[src/rtl/seq_pkg.sv]
package seq_pkg;

    // Opcode values as stored in instruction words
    localparam logic [7:0] OPC_SIO  = 8'd0;
    localparam logic [7:0] OPC_WIO  = 8'd1;
    localparam logic [7:0] OPC_REQ  = 8'd2;
    localparam logic [7:0] OPC_JUMP = 8'd3;
    localparam logic [7:0] OPC_SKIP = 8'd4;
    localparam logic [7:0] OPC_END  = 8'd5;

    typedef enum logic [1:0] {
        EVT_START = 2'd0,
        EVT_WAIT  = 2'd1,
        EVT_END   = 2'd2
    } evt_code_e;

    typedef enum logic [2:0] {
        CLS_EVENT,
        CLS_JUMP,
        CLS_SKIP,
        CLS_REQ,
        CLS_DEVICE
    } op_class_e;

    typedef struct packed {
        op_class_e cls;
        evt_code_e evt;
    } op_info_t;

    typedef enum logic [1:0] {
        ST_IDLE,
        ST_FETCH,
        ST_WRITE
    } seq_state_e;

    function automatic op_info_t classify(input logic [7:0] op);
        op_info_t r;
        r.evt = EVT_START;
        case (op)
            OPC_SIO:  r.cls = CLS_EVENT;
            OPC_WIO:  begin r.cls = CLS_EVENT; r.evt = EVT_WAIT; end
            OPC_END:  begin r.cls = CLS_EVENT; r.evt = EVT_END;  end
            OPC_JUMP: r.cls = CLS_JUMP;
            OPC_SKIP: r.cls = CLS_SKIP;
            OPC_REQ:  r.cls = CLS_REQ;
            default:  r.cls = CLS_DEVICE;
        endcase
        return r;
    endfunction

endpackage

[src/rtl/seq_decode.sv]
module seq_decode
    import seq_pkg::*;
#(
    parameter int OP_W   = 4,
    parameter int OPND_W = 12,
    localparam int WORD_W = OP_W + OPND_W
) (
    input  logic [WORD_W-1:0] word,
    output op_info_t          info,
    output logic [OPND_W-1:0] operand,
    output logic              count_zero
);

    logic [OP_W-1:0] opcode;

    assign opcode     = word[WORD_W-1 -: OP_W];
    assign operand    = word[OPND_W-1:0];
    assign count_zero = (operand == '0);

    generate
        if (OP_W >= 8) begin : g_wide_op
            // opcodes beyond the 8-bit range are all device operations
            always_comb begin
                if (opcode > OP_W'(255)) begin
                    info.cls = CLS_DEVICE;
                    info.evt = EVT_START;
                end else begin
                    info = classify(8'(opcode));
                end
            end
        end else begin : g_narrow_op
            assign info = classify(8'(opcode));
        end
    endgenerate

endmodule

[src/rtl/seq_ctx.sv]
module seq_ctx #(
    parameter int SEG_W = 4,
    parameter int OFF_W = 8
) (
    input  logic             clk,
    input  logic             rst,
    input  logic             take,
    input  logic             take_mode,
    input  logic [SEG_W-1:0] take_seg,
    input  logic [OFF_W-1:0] take_off,
    input  logic             jump,
    input  logic [SEG_W-1:0] jump_seg,
    input  logic [OFF_W-1:0] jump_off,
    input  logic             step,
    input  logic             step_two,
    output logic             mode,
    output logic [SEG_W-1:0] seg,
    output logic [OFF_W-1:0] off
);

    logic [OFF_W-1:0] step_amt;

    assign step_amt = step_two ? OFF_W'(2) : OFF_W'(1);

    always_ff @(posedge clk) begin
        if (rst) begin
            mode <= 1'b0;
            seg  <= '0;
            off  <= '0;
        end else if (take) begin
            mode <= take_mode;
            seg  <= take_seg;
            off  <= take_off;
        end else if (jump) begin
            seg  <= jump_seg;
            off  <= jump_off;
        end else if (step) begin
            off  <= off + step_amt;
        end
    end

endmodule

[src/rtl/seq_ctrl.sv]
module seq_ctrl
    import seq_pkg::*;
#(
    parameter int OPND_W = 12,
    parameter int TERM_W = 4,
    localparam int AGENT_W = TERM_W + 1
) (
    input  logic               clk,
    input  logic               rst,
    input  logic               ctx_load,
    input  logic               rsp_valid,
    input  logic               rsp_fault,
    input  op_info_t           info,
    input  logic [OPND_W-1:0]  operand,
    input  logic               count_zero,
    input  logic               mode,
    input  logic [TERM_W-1:0]  term_id,
    output logic               busy,
    output logic               req_valid,
    output logic               req_we,
    output logic               take,
    output logic               jump,
    output logic               step,
    output logic               step_two,
    output logic [OPND_W-1:0]  wr_operand,
    output logic               evt_valid,
    output logic [1:0]         evt_code,
    output logic [OPND_W-1:0]  evt_burst,
    output logic [AGENT_W-1:0] evt_agent
);

    seq_state_e state, state_nxt;
    logic       fire;
    logic       capture;

    assign busy      = (state != ST_IDLE);
    assign req_valid = (state == ST_FETCH) || (state == ST_WRITE);
    assign req_we    = (state == ST_WRITE);

    always_comb begin
        state_nxt = state;
        take      = 1'b0;
        jump      = 1'b0;
        step      = 1'b0;
        step_two  = 1'b0;
        fire      = 1'b0;
        capture   = 1'b0;
        case (state)
            ST_IDLE: begin
                if (ctx_load) begin
                    take      = 1'b1;
                    state_nxt = ST_FETCH;
                end
            end
            ST_FETCH: begin
                if (rsp_valid) begin
                    if (rsp_fault) begin
                        state_nxt = ST_IDLE;
                    end else begin
                        case (info.cls)
                            CLS_EVENT: begin
                                fire      = 1'b1;
                                step      = 1'b1;
                                step_two  = 1'b1;
                                state_nxt = ST_IDLE;
                            end
                            CLS_JUMP: begin
                                jump      = 1'b1;
                                state_nxt = ST_FETCH;
                            end
                            CLS_SKIP: begin
                                if (count_zero) begin
                                    step      = 1'b1;
                                    state_nxt = ST_FETCH;
                                end else begin
                                    capture   = 1'b1;
                                    state_nxt = ST_WRITE;
                                end
                            end
                            default: state_nxt = ST_IDLE;
                        endcase
                    end
                end
            end
            ST_WRITE: begin
                if (rsp_valid) begin
                    if (rsp_fault) begin
                        state_nxt = ST_IDLE;
                    end else begin
                        step      = 1'b1;
                        step_two  = 1'b1;
                        state_nxt = ST_FETCH;
                    end
                end
            end
            default: state_nxt = ST_IDLE;
        endcase
    end

    always_ff @(posedge clk) begin
        if (rst) begin
            state <= ST_IDLE;
        end else begin
            state <= state_nxt;
        end
    end

    always_ff @(posedge clk) begin
        if (rst) begin
            wr_operand <= '0;
        end else if (capture) begin
            wr_operand <= operand - OPND_W'(1);
        end
    end

    always_ff @(posedge clk) begin
        if (rst) begin
            evt_valid <= 1'b0;
            evt_code  <= 2'd0;
            evt_burst <= '0;
            evt_agent <= '0;
        end else begin
            evt_valid <= fire;
            if (fire) begin
                evt_code  <= info.evt;
                evt_burst <= operand;
                evt_agent <= mode ? '0 : (AGENT_W'(term_id) + AGENT_W'(1));
            end
        end
    end

endmodule

[src/rtl/instr_seq.sv]
module instr_seq
    import seq_pkg::*;
#(
    parameter int SEG_W  = 4,
    parameter int OFF_W  = 8,
    parameter int OP_W   = 4,
    parameter int TERM_W = 4,
    localparam int OPND_W  = SEG_W + OFF_W,
    localparam int WORD_W  = OP_W + OPND_W,
    localparam int AGENT_W = TERM_W + 1
) (
    input  logic               clk,
    input  logic               rst,
    input  logic               ctx_load,
    input  logic               ctx_mode,
    input  logic [SEG_W-1:0]   ctx_seg,
    input  logic [OFF_W-1:0]   ctx_off,
    input  logic [TERM_W-1:0]  term_id,
    output logic               busy,
    output logic               cur_mode,
    output logic [SEG_W-1:0]   mar_seg,
    output logic [OFF_W-1:0]   mar_off,
    output logic               req_valid,
    output logic               req_we,
    output logic [WORD_W-1:0]  req_wdata,
    input  logic               rsp_valid,
    input  logic               rsp_fault,
    input  logic [WORD_W-1:0]  rsp_word,
    output logic               evt_valid,
    output logic [1:0]         evt_code,
    output logic [OPND_W-1:0]  evt_burst,
    output logic [AGENT_W-1:0] evt_agent
);

    op_info_t          info;
    logic [OPND_W-1:0] operand;
    logic              count_zero;
    logic              take, jump, step, step_two;
    logic [OPND_W-1:0] wr_operand;

    seq_decode #(.OP_W(OP_W), .OPND_W(OPND_W)) u_dec (
        .word       (rsp_word),
        .info       (info),
        .operand    (operand),
        .count_zero (count_zero)
    );

    seq_ctx #(.SEG_W(SEG_W), .OFF_W(OFF_W)) u_ctx (
        .clk       (clk),
        .rst       (rst),
        .take      (take),
        .take_mode (ctx_mode),
        .take_seg  (ctx_seg),
        .take_off  (ctx_off),
        .jump      (jump),
        .jump_seg  (operand[OPND_W-1 -: SEG_W]),
        .jump_off  (operand[OFF_W-1:0]),
        .step      (step),
        .step_two  (step_two),
        .mode      (cur_mode),
        .seg       (mar_seg),
        .off       (mar_off)
    );

    seq_ctrl #(.OPND_W(OPND_W), .TERM_W(TERM_W)) u_ctrl (
        .clk        (clk),
        .rst        (rst),
        .ctx_load   (ctx_load),
        .rsp_valid  (rsp_valid),
        .rsp_fault  (rsp_fault),
        .info       (info),
        .operand    (operand),
        .count_zero (count_zero),
        .mode       (cur_mode),
        .term_id    (term_id),
        .busy       (busy),
        .req_valid  (req_valid),
        .req_we     (req_we),
        .take       (take),
        .jump       (jump),
        .step       (step),
        .step_two   (step_two),
        .wr_operand (wr_operand),
        .evt_valid  (evt_valid),
        .evt_code   (evt_code),
        .evt_burst  (evt_burst),
        .evt_agent  (evt_agent)
    );

    assign req_wdata = {OP_W'(OPC_SKIP), wr_operand};

endmodule

[config.mk]
export PLATFORM = sky130hd
export DESIGN_NAME = instr_seq
export DESIGN_NICKNAME = d
export VERILOG_FILES = /design/src/rtl/seq_pkg.sv /design/src/rtl/seq_decode.sv /design/src/rtl/seq_ctx.sv /design/src/rtl/seq_ctrl.sv /design/src/rtl/instr_seq.sv
export SDC_FILE = /design/constraint.sdc
export NUM_CORES = 1
export LEC_CHECK = 0
export BUFFER_PORTS_ARGS = -buffer_cell sky130_fd_sc_hd__buf_4
export CELL_PAD_IN_SITES_DETAIL_PLACEMENT = 0
export CELL_PAD_IN_SITES_GLOBAL_PLACEMENT = 1
export CORE_MARGIN = 4
export CORE_UTILIZATION = 39
export DETAILED_ROUTE_END_ITERATION = 8
export PLACE_DENSITY = 0.93
export SYNTH_ARGS = -nofsm -noshare
export SYNTH_HDL_FRONTEND = slang
export SYNTH_SLANG_ARGS = --single-unit
[constraint.sdc]
create_clock -name clk -period 9.7 [get_ports clk]
set_clock_uncertainty 0.2 [all_clocks]
set_input_delay 0.485 -clock clk [delete_from_list [all_inputs] [get_ports clk]]
set_output_delay 0.485 -clock clk [all_outputs]
set_load 0.01 [all_outputs]
==> results of run 1 <==
[flip-flops by register name, summed over array words and instances, names as in the netlist]
register	count
u_ctrl.evt_agent	5
u_ctrl.evt_burst	12
u_ctrl.evt_code	2
u_ctrl.evt_valid	1
u_ctrl.state	2
u_ctrl.wr_operand	12
u_ctx.mode	1
u_ctx.off	8
u_ctx.seg	4
[where the power goes]
part	internal, µW	switching [µW]	total [µW]	leakage [µW]
Sequential	201	8.89	210	0.000382
Combinational	43.7	51.4	95.1	0.00103
Clock	77.7	71.1	149	0.0000548
[area by class of cell]
type | instances | area [µm²] | area share [%]
Timing Repair Buffer | 86 | 645.6 | 19.19
Tap cell | 77 | 96.34 | 2.864
Inverter | 10 | 37.54 | 1.116
Sequential cell | 47 | 940.9 | 27.97
Clock inverter | 3 | 46.29 | 1.376
Clock buffer | 5 | 68.82 | 2.045
Multi-Input combinational cell | 229 | 1529 | 45.44
[cells in the mapped netlist (all sizes together), types with 2 or more instances]
library cell / instances
or3b: 2
a2111oi: 2
nor3: 10
o211ai: 2
nand2: 32
and3: 2
or2: 2
o31ai: 2
nand4: 2
buf: 9
a311oi: 5
a41o: 2
o221ai: 2
nand2b: 4
and2: 3
nor2: 45
nor3b: 2
nand3: 5
nor4: 5
nand3b: 3
inv: 10
or3: 4
xor2: 5
mux2i: 13
nor4b: 2
or4: 4
clkbuf: 9
dfxtp: 47
a221oi: 5
a211oi: 10
o21ai: 7
ha: 9
a21oi: 15
xnor2: 7
conb: 2
[layer usage]
layer  vias up  routed length (µm)  track usage, %  part of all wire [%]
li1       1236                   -               -                     -
met4         0                  55           3.654                  0.79
met2        82                3372           29.67                    48
met5         -                   0               0                     0
met3         4                 559           3.410                   8.0
met1      1110                2974           22.13                    43
[path summary, 6_finish.rpt]
path	endpoint	slack, ns
worst max register to register	u_ctx.off[6]$_SDFFE_PP0P_	6.57
worst min register to register	u_ctrl.evt_agent[1]$_SDFFE_PP0N_	0.26
worst min-delay path	u_ctrl.evt_burst[0]$_SDFFE_PP0N_	0.24
worst max-delay path	u_ctx.off[6]$_SDFFE_PP0P_	6.57
[stage by stage]
step / instance area [µm²] / total power (µW) / util (%) / instances / hold WS, ns
after global routing: 3364 / 478.8 / 52.68 / 457 / 0.2237
after detailed placement: 3249 / 309.9 / 50.88 / 449 / 0.2464
after global placement: 3249 / 308.9 / 50.88 / 449 / 0.2414
after CTS: 3364 / 458.5 / 52.68 / 457 / 0.2280
after floorplan: 2599 / 267.7 / - / 304 / 0.2658
final: 3364 / 454.2 / 52.68 / 457 / 0.2392
[worst reg2reg max path: stages, from the launching register on]
cell and delay [ns]:
dfxtp_1 0.34, inv_1 0.08, ha_1 0.22, nand3b_4 0.16, nor3_2 0.28, o21ai_2 0.11, nand2_1 0.10, nand2_1 0.09
fa_1 0.43, nand3b_1 0.23, nor3_1 0.20, nor3_1 0.06, o31a_1 0.28, a221oi_1 0.28
[cells by family (layout without fill, tap and decap cells)]
family / Yosys count / after routing / share of synthesized area [%]
AO/OA/AOI/OAI: 60 / 60 / 16.80
XOR/XNOR: 12 / 12 / 4.056
adder cells (fa/ha/maj): 10 / 10 / 5.118
buffers and inverters: 28 / 104 / 5.118
flip-flops: 47 / 47 / 36.31
multiplexers: 13 / 13 / 5.022
other: 2 / 4 / 0.2898
AND/OR/NAND/NOR: 130 / 130 / 27.28
==> key figures, run 1 <==
Status
  • Status: completed

STA
  • Worst Tran Pin Value: 0.8378 ns
  • Setup ws final: 6.566 ns
  • Achievable Freq: roughly 320 MHz
  • Setup tns final: 0 ns
  • Slew Viols, Final: 0
  • Post-layout minimum cycle time: 3.134 ns
  • Period utilization: between 30% and 40%
  • Final setup viols: 0
  • Relative slew slack: 43.97%
  • RSZ-0062 raised after global routing: false
  • Hold Violations, Final: 0

Hold path
  • Worst hold stages: 3
  • Hold wc startpoint: rsp_word[0]
  • Hold crit path type: input pin to flop

Layout
  • Final net count: between 400 and 500
  • Diode count: 0
  • Fillers: 622
  • Share of post-route cells with drive strength above 1: approximately 29%
  • Area grow syn2layout: 29.84%
  • Commonest non-fill, non-tap cell in the layout: buf_4
  • Most frequent cells in the layout: 86 x buf_4, 47 x dfxtp_1, 44 x nor2_1

Global routing
  • First-pass GRT wire length: roughly 11000 µm
  • Overflow left after global routing: 0
  • Vias in the first global route: 2209
  • Global Route Usage Sum: 17.17%
  • Largest net degree at the start of global routing: 45
  • Initial antenna violation count: 0

Critical path
  • Worst r2r src: u_ctrl.state[1]$_SDFFE_PP0P_
  • CP Data Required Time: 9.71 ns
  • CP peak stage delay: 0.43 ns
  • CP max-delay cell: fa_1
  • Critical path buffers and inverters: 1
  • Critical path arrival: 3.15 ns
  • Worst-case reg-to-reg path depth: 13
  • Worst path cell trace: inv_1 -> ha_1 -> nand3b_4 -> nor3_2 -> o21ai_2 -> nand2_1 -> nand2_1 -> fa_1 -> nand3b_1 -> nor3_1 -> nor3_1 -> o31a_1 -> a221oi_1
  • Startpoint Class: flop
  • Crit. End Element: flop
  • CP Class: flop to flop
  • Top Family by Delay on Critical Path: simple AND/OR/NAND/NOR gates
  • Crit path depth: 13
  • Crit Path Max Fanout: 9
  • Crit path from: u_ctrl.state[1]$_SDFFE_PP0P_

Floorplanning
  • Site row count: 29
  • IO Count: 90
  • Initial core utilization: 40.58%
  • Die height: ~90 µm
  • Die span in x: 89.51 µm
  • Core area: 6386 µm²
  • Die Footprint: about 8000 µm²

Route
  • Post-route DRC violation count: 0
  • Number of vias per cell: 5.322
  • Drt pass-1 iters: 4
  • Avg WL per Cell: 15.23 µm
  • DRT antenna net count: 0
  • Overall routed net length: between 6000 and 7000 µm
  • First DRT Iteration DRCs: 94
  • Via count: 2432

CTS
  • CTS buffer count: 5
  • Post-cts sizing count: 0
  • CTS max path bufs: 2
  • TritonCTS clock tree: built
  • Post-CTS Hold Buffers: 0
  • H-tree levels: 2
  • Setup bufs post-CTS: 0
  • Clk Latency, worst-skew pair: 0.29 ns
  • Clock Pin Slew Worst Setup and Hold Paths: 0.10 ns
  • CTS sink count: 47
  • Root Driver: clkbuf_8

Synth
  • Main area contributors after synthesis: dfxtp_1 36%, nor2_1 6.4%, mux2i_1 5.0%, nand2_1 4.6%, ha_1 4.3%
  • Post-synth EDFFs: 0
  • Synth top area share: 36.31%
  • Post-synthesis sequential area ratio: around 36%
  • Avg Cell Area, Syn: 8.580 µm²
  • Count of cell types in the netlist: 60
  • Mapped Cells: between 300 and 400
  • Async SR Flop Fraction: 0%
  • Synthesized area: approximately 2600 µm²
  • Yosys reg bits: 47
  • Yosys warning count: 0
  • Post-synth top area cell: dfxtp_1
  • Synth Flop Type: dfxtp_1

Power and ir drop
  • Leak: 0.001464 µW
  • Pwr dens: between 100 and 150 nW/µm²
  • Peak VDD IR: 73.07 µV

Job
  • # Max-Cap Violations: 0

Placement
  • Buffers on Ports: 85
  • Pre-CTS WS: 6.518 ns
  • Dpl hpwl: between 5000 and 6000 µm
  • RePlAce Congestion: 0.8763
(Power assumes the default switching activity.)
==> run 2: changes to the inputs <==
Settings changed: CORE_UTILIZATION 39 to 33, PLACE_DENSITY 0.93 to 0.85.
Clock period 9.7 ns to 2.8 ns, I/O delays scaled along.
==> run 2 against run 1 <==
Net effect:
- the run now ends with negative setup slack left
- fmax increased by 11%
- clock-buffer cell count is the same
- sequential power rose to 3.5 times the previous value
- hold slack worse by 0.21 ns
- critical path type unchanged
- largest power group unchanged
==> key figures, run 2 (same netlist as run 1, synthesis figures left out) <==
Status
  • Status: complete, but fails checks (was completed)
  • Failing checks: negative setup slack

Global routing
  • Vias in the first global route: 2605 (was 2209)
  • Global Route Usage Sum: 15.90% (was 17.17%)
  • Largest net degree at the start of global routing: 45 (unchanged)
  • Overflow left after global routing: 0 (unchanged)
  • First-pass GRT wire length: 12560 µm (was 10760 µm)
  • Initial antenna violation count: 0 (unchanged)

CTS
  • CTS buffer count: 5 (unchanged)
  • CTS sink count: 47 (unchanged)
  • TritonCTS clock tree: built (unchanged)
  • Clock Pin Slew Worst Setup and Hold Paths: 0.09 ns (was 0.10 ns)
  • Root Driver: clkbuf_8 (unchanged)
  • H-tree levels: 2 (unchanged)
  • CTS max path bufs: 2 (unchanged)
  • Clk Latency, worst-skew pair: 0.30 ns (was 0.29 ns)

STA
  • Relative slew slack: 58.16% (was 43.97%)
  • Hold Violations, Final: 0 (unchanged)
  • Post-layout minimum cycle time: 2.822 ns (was 3.134 ns)
  • Achievable Freq: 354.3 MHz (was 319.1 MHz)
  • Final setup viols: 1 (was 0)
  • Worst Tran Pin Value: 0.6263 ns (was 0.8378 ns)
  • Setup ws final: -0.02229 ns (was 6.566 ns)
  • Hold Slack: 0.02643 ns (was 0.2392 ns)
  • Setup tns final: -0.02229 ns (was 0 ns)
  • Period utilization: 100.8% (was 32.31%)
  • RSZ-0062 raised after global routing: true (was false)
  • Slew Viols, Final: 0 (unchanged)

Floorplanning
  • Die span in x: 96.61 µm (was 89.51 µm)
  • Initial core utilization: 33.71% (was 40.58%)
  • Core area: 7687 µm² (was 6386 µm²)
  • Die Footprint: 9333 µm² (was 8012 µm²)
  • IO Count: 90 (unchanged)
  • Site row count: 32 (was 29)
  • Die height: 96.61 µm (was 89.51 µm)

Power and ir drop
  • Flop pwr share: 45.1% (was 46.3%)
  • Switching portion of total power: 29.16% (was 28.93%)
  • Leak: 0.001636 µW (was 0.001464 µW)
  • Clock power share: 31.1% (was 32.8%)
  • Logic pwr share: 23.8% (was 20.9%)
  • Int Power: 1151 µW (was 322.8 µW)
  • Peak VDD IR: 175.0 µV (was 73.07 µV)
  • Net Sw Power: 473.7 µW (was 131.4 µW)
  • Pwr dens: 429.3 nW/µm² (was 135.0 nW/µm²)

Placement
  • RePlAce Congestion: 0.8210 (was 0.8763)
  • Buffers on Ports: 85 (unchanged)
  • Dpl hpwl: 5639 µm (was 5290 µm)
  • Placed Cells incl. Taps: 482 (was 449)
  • Pre-CTS WS: 0.03857 ns (was 6.518 ns)

Critical path
  • CP peak stage delay: 0.38 ns (was 0.43 ns)
  • Crit Path Max Fanout: 4 (was 9)
  • R2r setup slk: -0.02 ns (was 6.57 ns)
  • Critical path arrival: 2.85 ns (was 3.15 ns)
  • CP Data Required Time: 2.83 ns (was 9.71 ns)
  • Startpoint Class: flop (unchanged)
  • CP max-delay cell: dfxtp_4 (was fa_1)
  • CP Class: flop to flop (unchanged)
  • Crit. End Element: flop (unchanged)
  • Worst path cell trace: inv_4 -> ha_4 -> nand3b_4 -> nor3_4 -> o21ai_2 -> nand2_2 -> nand2_4 -> ha_4 -> inv_2 -> fa_2 -> nand3b_1 -> nor3_2 -> nor3_2 -> o31a_1 -> a221oi_2 (was inv_1 -> ha_1 -> nand3b_4 -> nor3_2 -> o21ai_2 -> nand2_1 -> nand2_1 -> fa_1 -> nand3b_1 -> nor3_1 -> nor3_1 -> o31a_1 -> a221oi_1)

Route
  • Via count: 2641 (was 2432)
  • Drt pass-1 iters: 4 (unchanged)
  • Number of vias per cell: 5.118 (was 5.322)
  • Avg WL per Cell: 14.72 µm (was 15.23 µm)
  • First DRT Iteration DRCs: 117 (was 94)
  • Post-route DRC violation count: 0 (unchanged)
  • Overall routed net length: 7598 µm (was 6961 µm)
  • DRT antenna net count: 0 (unchanged)

Layout
  • Flip-flop and latch area: 948.4 µm² (was 940.9 µm²)
  • Footprint of the multi-input gates: 1589 µm² (was 1529 µm²)
  • Top flop regs: u_ctrl.evt_burst (12), u_ctrl.wr_operand (12), u_ctx.off (8) (unchanged)
  • Fin cells: 516 (was 457)
  • Diode count: 0 (unchanged)
  • Area grow syn2layout: 46.02% (was 29.84%)
  • Final net count: 462 (was 427)
  • Fillers: 766 (was 622)
  • Most frequent cells in the layout: 96 x buf_4, 45 x dfxtp_1, 44 x nor2_1 (was 86 x buf_4, 47 x dfxtp_1, 44 x nor2_1)
  • Commonest non-fill, non-tap cell in the layout: buf_4 (unchanged)
  • Final Util: 49.22% (was 52.68%)
  • Share of post-route cells with drive strength above 1: 32.13% (was 29.21%)

Job
  • # Max-Cap Violations: 0 (unchanged)

Hold path
  • Hold crit path type: input pin to flop (unchanged)
## run 2: worst max-delay path: cells and delay by family (launching register included)
family,cells,cell delay (ns)
flops,1,0.38
buf+inv,2,0.07
fa+ha+maj,3,0.62
simple gates,7,0.82
compound gates,3,0.62
## run 2: routing by layer
metal / vias to the layer above / track usage, % / routed length [µm]
li1: 1293 / - / -
met1: 1251 / 20.02 / 3331
met2: 86 / 26.54 / 3723
met3: 11 / 3.749 / 417
met4: 0 / 5.616 / 126
met5: - / 0 / 0
## run 2: repair_timing
action,4_1_cts,5_1_grt
hold endpoints to repair,29,0
buffers inserted,0,3
hold buffers,24,0
resized for setup,0,8
setup endpoints to repair,0,3
## run 2: layout make-up
cell class	count	share of cell area (%)
clock inverters	2	0.9921
well taps	102	3.373
repair buffers	121	25.69
flip-flops and latches	47	25.07
clock buffers	5	1.819
multi-input cells	229	42.00
inverters	10	1.058
## run 2: worst paths after layout
kind / startpoint / cells after the start / to
setup / recovery: u_ctrl.state[1]$_SDFFE_PP0P_ / 15 / u_ctx.off[6]$_SDFFE_PP0P_
hold / removal: term_id[2] / 4 / u_ctrl.evt_agent[2]$_SDFFE_PP0N_
setup reg to reg: u_ctrl.state[1]$_SDFFE_PP0P_ / 15 / u_ctx.off[6]$_SDFFE_PP0P_
hold reg to reg: u_ctrl.evt_agent[3]$_SDFFE_PP0N_ / 2 / u_ctrl.evt_agent[3]$_SDFFE_PP0N_
## run 2: metrics by stage
stage	power [µW]	instance area [µm²]
2_1_floorplan	937.6	2650
3_3_place_gp	1096	3382
3_5_place_dp	1101	3382
4_1_cts	1635	3729
5_1_grt	1698	3784
6_report	1624	3784
## run 2: power by group through the flow
stage	registers, µW	clock network, µW	logic (µW)
after floorplan	752	0	185
after global placement	746	0	349
after detailed placement	747	0	355
after CTS	732	520	383
after global routing	737	536	426
final	733	505	386
